## src/rtl/sysctl_pkg.sv

```systemverilog
package sysctl_pkg;

    localparam int DATA_W        = 32;
    localparam int IDX_KEY       = 0;
    localparam int IDX_STRAP     = 28;   // byte offset 0x70
    localparam int IDX_RANDOM    = 30;   // byte offset 0x78
    localparam int IDX_REVID     = 31;   // byte offset 0x7C
    localparam int IDX_STRAP_AUX = 52;   // byte offset 0xD0
    localparam int GUARD_END     = 64;   // first unguarded index (0x100)
    localparam logic [DATA_W-1:0] LFSR_TAPS = 32'h8020_0003;

    typedef enum logic [2:0] {
        RK_PLAIN,
        RK_KEY,
        RK_RDONLY,
        RK_RANDOM,
        RK_STRAP,
        RK_REVID
    } reg_kind_e;

    typedef struct packed {
        logic      valid;    // aligned and inside the bank
        logic      guarded;  // subject to the lock
        reg_kind_e kind;
    } decode_t;

    function automatic reg_kind_e kind_of(input int idx);
        case (idx)
            IDX_KEY:                     return RK_KEY;
            IDX_STRAP:                   return RK_STRAP;
            IDX_REVID:                   return RK_REVID;
            IDX_RANDOM:                  return RK_RANDOM;
            5, 20, 21, 22, 23, 24, 25,
            26, 27, 56, 57:              return RK_RDONLY;
            default:                     return RK_PLAIN;
        endcase
    endfunction

    function automatic logic [DATA_W-1:0] default_word(input int idx, input bit newer);
        case (idx)
            1:   return 32'hFFCF_FEDC;
            2:   return 32'hF3F4_0000;
            3:   return 32'h19FC_3E8B;
            7:   return 32'h0002_6108;
            8:   return 32'h0003_0291;
            9:   return newer ? 32'h9300_0400 : 32'h0000_0291;
            11:  return 32'h0000_0010;
            12:  return 32'h2000_1A03;
            13:  return 32'h2000_1A03;
            14:  return 32'h0400_0030;
            15:  return 32'h0000_0001;
            16:  return 32'h0000_00C0;
            19:  return 32'h0000_0023;
            29:  return 32'h0000_000E;
            33:  return 32'h0000_F000;
            34:  return newer ? 32'h0300_0000 : 32'h0100_0000;
            35:  return newer ? 32'h0000_0000 : 32'h0000_00FF;
            36:  return 32'h0000_A000;
            39:  return newer ? 32'h023F_FFF3 : 32'h003F_FFF3;
            41:  return 32'hFFFF_0000;
            42:  return 32'h000F_FFFF;
            56:  return 32'h0000_00FF;
            57:  return 32'h0000_00FF;
            65:  return 32'h8000_0000;
            68:  return 32'h1E60_0000;
            69:  return 32'hC000_0000;
            88:  return 32'h0000_1903;
            96:  return 32'h0000_007B;
            105: return 32'h0000_2402;
            default: return '0;
        endcase
    endfunction

    function automatic logic [DATA_W-1:0] lfsr_advance(input logic [DATA_W-1:0] s);
        return {1'b0, s[DATA_W-1:1]} ^ (s[0] ? LFSR_TAPS : '0);
    endfunction

endpackage

```

## src/rtl/sysctl_addr_decode.sv

```systemverilog
module sysctl_addr_decode
    import sysctl_pkg::*;
#(
    parameter int ADDR_W   = 12,
    parameter int NUM_REGS = 106,
    parameter int IDX_W    = $clog2(NUM_REGS)
) (
    input  logic [ADDR_W-1:0] addr,
    output logic [IDX_W-1:0]  idx,
    output decode_t           info
);
    localparam int FULL_W = ADDR_W - 2;

    logic [FULL_W-1:0] idx_full;

    always_comb begin
        idx_full     = addr[ADDR_W-1:2];
        idx          = idx_full[IDX_W-1:0];
        info.valid   = (addr[1:0] == 2'b00) && (int'(idx_full) < NUM_REGS);
        info.guarded = (int'(idx_full) >= 1) && (int'(idx_full) < GUARD_END);
        info.kind    = kind_of(int'(idx_full));
    end
endmodule

```

## src/rtl/sysctl_lfsr.sv

```systemverilog
module sysctl_lfsr
    import sysctl_pkg::*;
#(
    parameter logic [DATA_W-1:0] SEED = 32'hC0FF_EE01
) (
    input  logic              clk,
    input  logic              rst,
    input  logic              step,
    output logic [DATA_W-1:0] next_value
);
    logic [DATA_W-1:0] state_q;

    assign next_value = lfsr_advance(state_q);

    always_ff @(posedge clk) begin
        if (rst)       state_q <= SEED;
        else if (step) state_q <= next_value;
    end
endmodule

```

## src/rtl/sysctl_regbank.sv

```systemverilog
module sysctl_regbank
    import sysctl_pkg::*;
#(
    parameter int                ADDR_W     = 12,
    parameter int                NUM_REGS   = 106,
    parameter bit                NEWER_REV  = 1'b1,
    parameter logic [DATA_W-1:0] UNLOCK_KEY = 32'h1688_A8A8,
    parameter logic [DATA_W-1:0] LFSR_SEED  = 32'hC0FF_EE01
) (
    input  logic              clk,
    input  logic              rst,
    input  logic              boot_unlocked,
    input  logic [31:0]       rev_id_in,
    input  logic [31:0]       strap_main_in,
    input  logic [31:0]       strap_aux_in,
    input  logic              rd_en,
    input  logic              wr_en,
    input  logic [ADDR_W-1:0] addr,
    input  logic [31:0]       wdata,
    output logic [31:0]       rdata,
    output logic              err
);
    localparam int IDX_W = $clog2(NUM_REGS);

    logic [DATA_W-1:0] bank_q [NUM_REGS];
    logic [IDX_W-1:0]  idx;
    decode_t           info;
    logic [DATA_W-1:0] rand_word;
    logic [DATA_W-1:0] strap_cur;
    logic [DATA_W-1:0] revid_cur;
    logic              unlocked;
    logic              refused;
    logic              wr_commit;
    logic [IDX_W-1:0]  tgt_idx;
    logic [DATA_W-1:0] wr_value;
    logic              rand_step;

    sysctl_addr_decode #(
        .ADDR_W  (ADDR_W),
        .NUM_REGS(NUM_REGS),
        .IDX_W   (IDX_W)
    ) u_decode (
        .addr(addr),
        .idx (idx),
        .info(info)
    );

    assign rand_step = rd_en && info.valid && (info.kind == RK_RANDOM);

    sysctl_lfsr #(.SEED(LFSR_SEED)) u_lfsr (
        .clk       (clk),
        .rst       (rst),
        .step      (rand_step),
        .next_value(rand_word)
    );

    assign unlocked  = bank_q[IDX_KEY][0];
    assign strap_cur = bank_q[IDX_STRAP];
    assign revid_cur = bank_q[IDX_REVID];

    // Write qualification: lock, read-only kinds and the old-revision alias.
    always_comb begin
        refused = !info.valid
               || (info.guarded && !unlocked)
               || (info.kind == RK_RDONLY)
               || (info.kind == RK_RANDOM)
               || ((info.kind == RK_REVID) && !NEWER_REV);
        wr_commit = wr_en && !refused;
        tgt_idx   = (info.kind == RK_REVID) ? IDX_W'(IDX_STRAP) : idx;
        case (info.kind)
            RK_KEY:   wr_value = {{(DATA_W-1){1'b0}}, (wdata == UNLOCK_KEY)};
            RK_STRAP: wr_value = NEWER_REV ? (strap_cur | wdata) : wdata;
            RK_REVID: wr_value = strap_cur & ~wdata;
            default:  wr_value = wdata;
        endcase
    end

    for (genvar g = 0; g < NUM_REGS; g++) begin : g_word
        logic [DATA_W-1:0] init_val;
        if (g == IDX_KEY) begin : g_key
            assign init_val = {{(DATA_W-1){1'b0}}, boot_unlocked};
        end else if (g == IDX_STRAP) begin : g_strap
            assign init_val = strap_main_in;
        end else if (g == IDX_REVID) begin : g_rev
            assign init_val = rev_id_in;
        end else if (g == IDX_STRAP_AUX) begin : g_aux
            assign init_val = strap_aux_in;
        end else begin : g_tbl
            assign init_val = default_word(g, NEWER_REV);
        end

        always_ff @(posedge clk) begin
            if (rst)
                bank_q[g] <= init_val;
            else if (wr_commit && (tgt_idx == IDX_W'(g)))
                bank_q[g] <= wr_value;
        end
    end

    always_ff @(posedge clk) begin
        if (rst) begin
            rdata <= '0;
            err   <= 1'b0;
        end else begin
            err <= wr_en && refused;
            if (rd_en) begin
                if (!info.valid)                 rdata <= '0;
                else if (info.kind == RK_RANDOM) rdata <= rand_word;
                else                             rdata <= bank_q[idx];
            end
        end
    end
endmodule

```

## config.mk

```make
export PLATFORM = sky130hd
export DESIGN_NAME = sysctl_regbank
export DESIGN_NICKNAME = d
export VERILOG_FILES = /design/src/rtl/sysctl_pkg.sv /design/src/rtl/sysctl_addr_decode.sv /design/src/rtl/sysctl_lfsr.sv /design/src/rtl/sysctl_regbank.sv
export SDC_FILE = /design/constraint.sdc
export NUM_CORES = 2
export LEC_CHECK = 0
export BUFFER_PORTS_ARGS = -buffer_cell sky130_fd_sc_hd__buf_4
export CELL_PAD_IN_SITES_DETAIL_PLACEMENT = 1
export CELL_PAD_IN_SITES_GLOBAL_PLACEMENT = 1
export CORE_UTILIZATION = 40
export CTS_CLUSTER_DIAMETER = 40
export CTS_CLUSTER_SIZE = 20
export DETAILED_ROUTE_END_ITERATION = 10
export PLACE_DENSITY_LB_ADDON = 0.05
export SKIP_LAST_GASP = 1
export SLEW_MARGIN = 10
export SYNTH_ARGS = -nofsm -noshare
export SYNTH_HDL_FRONTEND = slang
export SYNTH_SLANG_ARGS = --single-unit
```

## constraint.sdc

```tcl
create_clock -name clk -period 4.9 [get_ports clk]
set_input_delay 0 -clock clk [delete_from_list [all_inputs] [get_ports clk]]
set_output_delay 0 -clock clk [all_outputs]
set_load 0.05 [all_outputs]
```

Yosys cells after proc, flatten, opt, wreduce, memory -nomap -nowiden
Memory sizes are Yosys's and may differ from the RTL's.
Cells that the tools add are included.
{"block": "totals", "ramBits": 3392, "reg_bits": 65, "n_memories": 2, "romBits": 192, "latchBits": 0, "in_bits": 145}
{"name": "bank_q", "depth": 106, "width": 32, "read_ports": 3, "rd_ports_with_merged_regs": 0, "write_ports": 106, "line_no": "sysctl_regbank.sv:25", "text": "logic [DATA_W-1:0] bank_q [NUM_REGS];"}
{"name": "(no name shown)", "depth": 64, "width": 3, "read_ports": 1, "rd_ports_with_merged_regs": 0, "write_ports": 0, "line_no": "sysctl_pkg.sv:28", "text": "case (idx)"}
{"block": "classes", "reduce_logical": 122, "n_mux": 432, "n_shift": 0, "n_mul": 0, "n_lt_le_gt_ge": 3, "bitwise_logic": 110, "addsub": 0, "div_mod_pow": 0, "n_eq_ne": 111}
{"cell": "two-way mux 32 bit", "count": 109}
{"cell": "two-way mux 1 bit", "count": 320}
{"cell": "== test 7 bit, second input constant", "count": 42}
{"cell": "== test 7 x 6 -> 1 bit, second input constant", "count": 32}
{"cell": "logical AND 1 bit", "count": 113}
{"cell": "== test 7 x 5 -> 1 bit, second input constant", "count": 16}
{"cell": "OR 1 bit", "count": 106}
{"cell": "one-hot mux 32 bit (3 select lines)", "count": 1}
{"cell": "== test 7 x 4 -> 1 bit, second input constant", "count": 8}
{"cell": "AND 32 bit", "count": 1}
{"cell": "== test 32 x 29 -> 1 bit, second input constant", "count": 1}
{"cell": "NOT 32 bit", "count": 1}
{"cell": "OR 32 bit", "count": 1}
{"cell": "bitwise XOR 31 x 32 -> 32 bit", "count": 1}
{"cell": "== test 7 x 3 -> 1 bit, second input constant", "count": 4}
{"cell": "< comparator 10 x 7 -> 1 bit, second input constant", "count": 2}
{"cell": "== test 7 x 2 -> 1 bit, second input constant", "count": 2}
{"cell": ">= comparator 10 x 1 -> 1 bit, second input constant", "count": 1}
{"cell": "== test 7 x 1 -> 1 bit, second input constant", "count": 1}
{"cell": "zero test 7 bit", "count": 1}
{"cell": "two-way mux 7 bit", "count": 1}
{"cell": "== test 3 x 2 -> 1 bit, second input constant", "count": 2}
{"cell": "== test 3 bit, second input constant", "count": 2}
{"cell": "zero test 4 bit", "count": 1}
{"cell": "other kinds (5)", "count": 9}

Depth between registers and ports, before layout
{"block": "logic_depth", "depth_word": 13, "mapped_depth": 16, "depth_no_buf": 9}

By module
A second synthesis with hierarchy kept.
{"block": "unflattened", "cells_unflattened": 10494, "area_unflattened_um2": 150309.2}
{"module": "sysctl_regbank", "n_inst": 1, "cells_per_inst": 10320, "seq_area_each_um2": 102518.3, "area_per_inst_um2": 148665.1}
{"module": "sysctl_lfsr", "n_inst": 1, "cells_per_inst": 139, "seq_area_each_um2": 640.6, "area_per_inst_um2": 1398.8}
{"module": "sysctl_addr_decode", "n_inst": 1, "cells_per_inst": 35, "seq_area_each_um2": 0.0, "area_per_inst_um2": 245.2}

Worst setup path after synthesis
OpenSTA, ideal clock, no wires.
{"block": "synth_path", "path_kind": "input -> register", "from": "input addr[2]", "to": "memory bank_q[7][0], enable pin", "path_slack_ps": 373, "required_time_ps": 4472, "setup_ps": 428, "n_path_buf": 7, "cell_stages": 15, "t_arrival_ps": 4099, "cell_sequence": "buf_6 -> buf_8 -> buf_8 -> buf_6 -> buf_6 -> inv_2 -> ha_1 -> a21oi_1 -> a21oi_1 -> o21a_1 -> nor2_1 -> buf_4 -> nand4b_1 -> buf_2 -> o21bai_1"}
{"item": "start, declared", "line_no": "sysctl_regbank.sv:18", "text": "input logic [ADDR_W-1:0] addr,"}
{"item": "end, declared", "line_no": "sysctl_regbank.sv:25"}

==> impl_metrics.yaml <==
logic_synthesis:
  synth_flop_cell: "edfxtp_1"
  synthTopCellsByCount: "edfxtp_1, nor2_1, mux4_2, nand2_1, clkbuf_1"
  syn_area_sq_um: 150000
  ys_seq_elements: 3457
  yosys-top-cells-area: "edfxtp_1, mux4_2, nor2_1, mux2i_1, nand2_1"
  ys_seq_area_share_pct: 68.8
  asyncSetResetFlopFracSynth_pct: 0
  yosys.area.top_type_share_pct: 67.9
  yosysTopAreaCell: "edfxtp_1"
  yosys_warnings: 0
  yosys.cell_count.top_type: "edfxtp_1"
  synth.distinct_cells: 89
  syn_inst: 10200
  postSynthAreaPerCell_sq_um: 14.7
  synth_edf_count: 3392
finish:
  nNetsFinal: 11300
  drive_gt1_share_pct: 21.8
  fillers: 36100
  syn_to_final_growth_pct: 21.6
floorplan:
  dieArea_sq_um: 377000
  initial_core_util_pct: 40.2
  placeableCoreArea_sq_um: 373000
  num_rows: 224
  ios: 178
  die_y_microns: 614
  die_x_microns: 614
timing:
  min_period_ns: 4.14
  hold_viol: 0
  slew_violations: 0
  fin_crit_sh_pct: 84.5
  finalSetupViolCount: 0
  slew_headroom_pct: 0.674
  max_freq_mhz: 242
  finalSetupTns_ns: 0
  clock_skew_ns: 0.0552
  fin_ws_ns: 0.759
  worst_slew_pin_slew_ns: 1.49
  grt_setup_unrepaired: "false"
global_route:
  grt_usage_pct: 32.5
  grt_start_max_net_pins: 133
  grt_overflow_total: 0
  antenna_found_initial: 55
  grt_pass1_vias: 101000
  grt_pass1_wl_mm: 843
place:
  dp_hpwl_mm: 374
  pre_cts_ws_ns: 0.787
  numPortBuffers: 177
  gp_congestion: 0.914
worst_setup_path:
  reg2regPathDepth: 7
  reg2reg_to: "bank_q[28][19]"
  start_kind: "input pin"
  criticalPathCategory: "input pin to register"
  crit_fanout: 88
  ff2ff_setup_slack_ns: 1.14
  worstPathArrival_ns: 4.90
  worstReg2RegStart: "bank_q[0][0]"
  cp-end-kind: "register"
  worstSetupEndpoint: "bank_q[31][27]"
  crit_required_ns: 5.66
  critical_path.startpoint: "addr[2]"
cts:
  clockBufferDepth: 4
  cts-buffers-inserted: 574
  cts_tree: "built"
  cts_resized: 0
  root_buffer: "clkbuf_16"
  clock_latency_ns: 1.05
  clk_pin_slew_ns: 0.05
  cts.sinks: 3457
  h-tree-depth: 6
routing:
  drc: 0
  routedWlPerCell_microns: 37.3
  drt_iter0_markers: 13500
  drtPass1Iterations: 6
  antenna_left: 0
  vias: 99500
  vias_per_cell: 6.00
  wl_mm: 620
power:
  powerDensity_nw_per_um2: 447
  ir_drop_mv: 0.351
  p_leak_nw: 67.8
status:
  status: "finished, violations left"
  violations: "capacitance limit"
job:
  cap_viol_max_count: 1
min_path:
  holdCritPathClass: "input pin to register"
through the flow:
stage          utilization, %  power (W)  cells  hold WS, ns  area (sq um)
2_1_floorplan               -     0.0373  10500        0.181        151000
3_3_place_gp             42.7     0.0401  15200        0.282        159000
3_5_place_dp             42.7     0.0402  15200        0.286        159000
4_1_cts                  48.9     0.0819  16600      0.00279        182000
5_1_grt                  48.9     0.0833  16600       0.0693        182000
6_report                 48.9     0.0815  16600        0.104        182000
how the worst min path moves through the flow:
stage | start | endpoint | slack [ns] | depth (start not counted)
floorplan | rst | err | 0.18 | 2
global placement | rev_id_in[14] | bank_q[31][14] | 0.28 | 3
detailed placement | rev_id_in[27] | bank_q[31][27] | 0.29 | 3
CTS | addr[3] | rdata[10] | 0.003 | 6
global route | addr[3] | rdata[10] | 0.07 | 6
finish | addr[3] | rdata[10] | 0.10 | 6
placed cells by master (no fill, tap or decap), types with 47 or more instances in the layout:
cell	synthesis	layout
clkbuf_16	0	601
dfxtp_1	65	65
a22oi_1	217	217
bufinv_16	0	82
clkinv_1	0	65
nor2_1	2904	2893
nand3_1	112	111
a21o_1	49	47
buf_12	0	87
edfxtp_1	3392	3392
nand2_1	481	480
mux2i_1	351	351
o21ai_0	97	97
clkinvlp_4	0	49
o21bai_4	0	54
nor2b_1	65	60
clkinv_2	0	95
dlygate4sd3_1	0	332
mux4_2	715	715
buf_4	219	630
a21oi_1	95	95
clkbuf_1	359	73
conb_1	2	320
o22ai_1	87	87
kinds of logic (layout without fill, tap and decap cells):
kind of cell | count (synthesis) | count (layout) | share of synthesized area (%)
mux | 1093 | 1093 | 13.3
simple gates | 3720 | 3720 | 9.84
flops | 3457 | 3457 | 68.8
buf+inv | 1041 | 2139 | 3.72
other cells | 2 | 342 | 0.00501
xor+xnor | 3 | 3 | 0.0175
fa+ha+maj | 4 | 4 | 0.0334
compound gates | 857 | 857 | 4.30
state kept, by name, summed over array words and instances (netlist names):
register / flops
bank_q: 3392
rdata: 32
err: 1
u_lfsr.state_q: 32
power breakdown:
part           internal (W)  switching (W)  total [W]
registers            0.0337       0.000341     0.0340
logic               0.00188        0.00407    0.00595
clock network        0.0268         0.0148     0.0416
layer usage:
layer  wire length, microns  up-vias  part of all wire [%]  GRT usage (%)
met5                    186        -                 0.030              0
li1                       -    39600                     -              -
met4                  29700       26                   4.8           13.7
met2                 284000     5094                    46           50.7
met3                  54200     1142                   8.8           6.25
met1                 251000    53700                    41           44.5
worst max-delay path, cell delays in order:
cell           delay [ns]
dlygate4sd3_1        0.60
buf_16               0.25
inv_2                0.27
ha_1                 0.19
or4b_4               0.47
a21oi_4              0.23
and2_4               0.21
nand2_4              0.08
buf_4                0.41
a22oi_4              0.53
buf_12               0.51
o21ai_0              0.22
dlygate4sd3_1        0.60
what timing repair did:
item,4_1_cts,5_1_grt
hold buffers,332,0
setup buffers,0,0
hold endpoints to repair,3428,0
final cells by class:
class	instances	area (sq um)	share of cell area [%]
flip-flops and latches	3457	103000	56.6
multi-input cells	5997	43200	23.7
clock buffers	679	15400	8.44
repair buffers	1054	9880	5.42
well taps	4972	6220	3.41
clock inverters	369	4330	2.37
inverters	37	139	0.0762
diodes	22	55.1	0.0302
(Power assumes the default switching activity.)
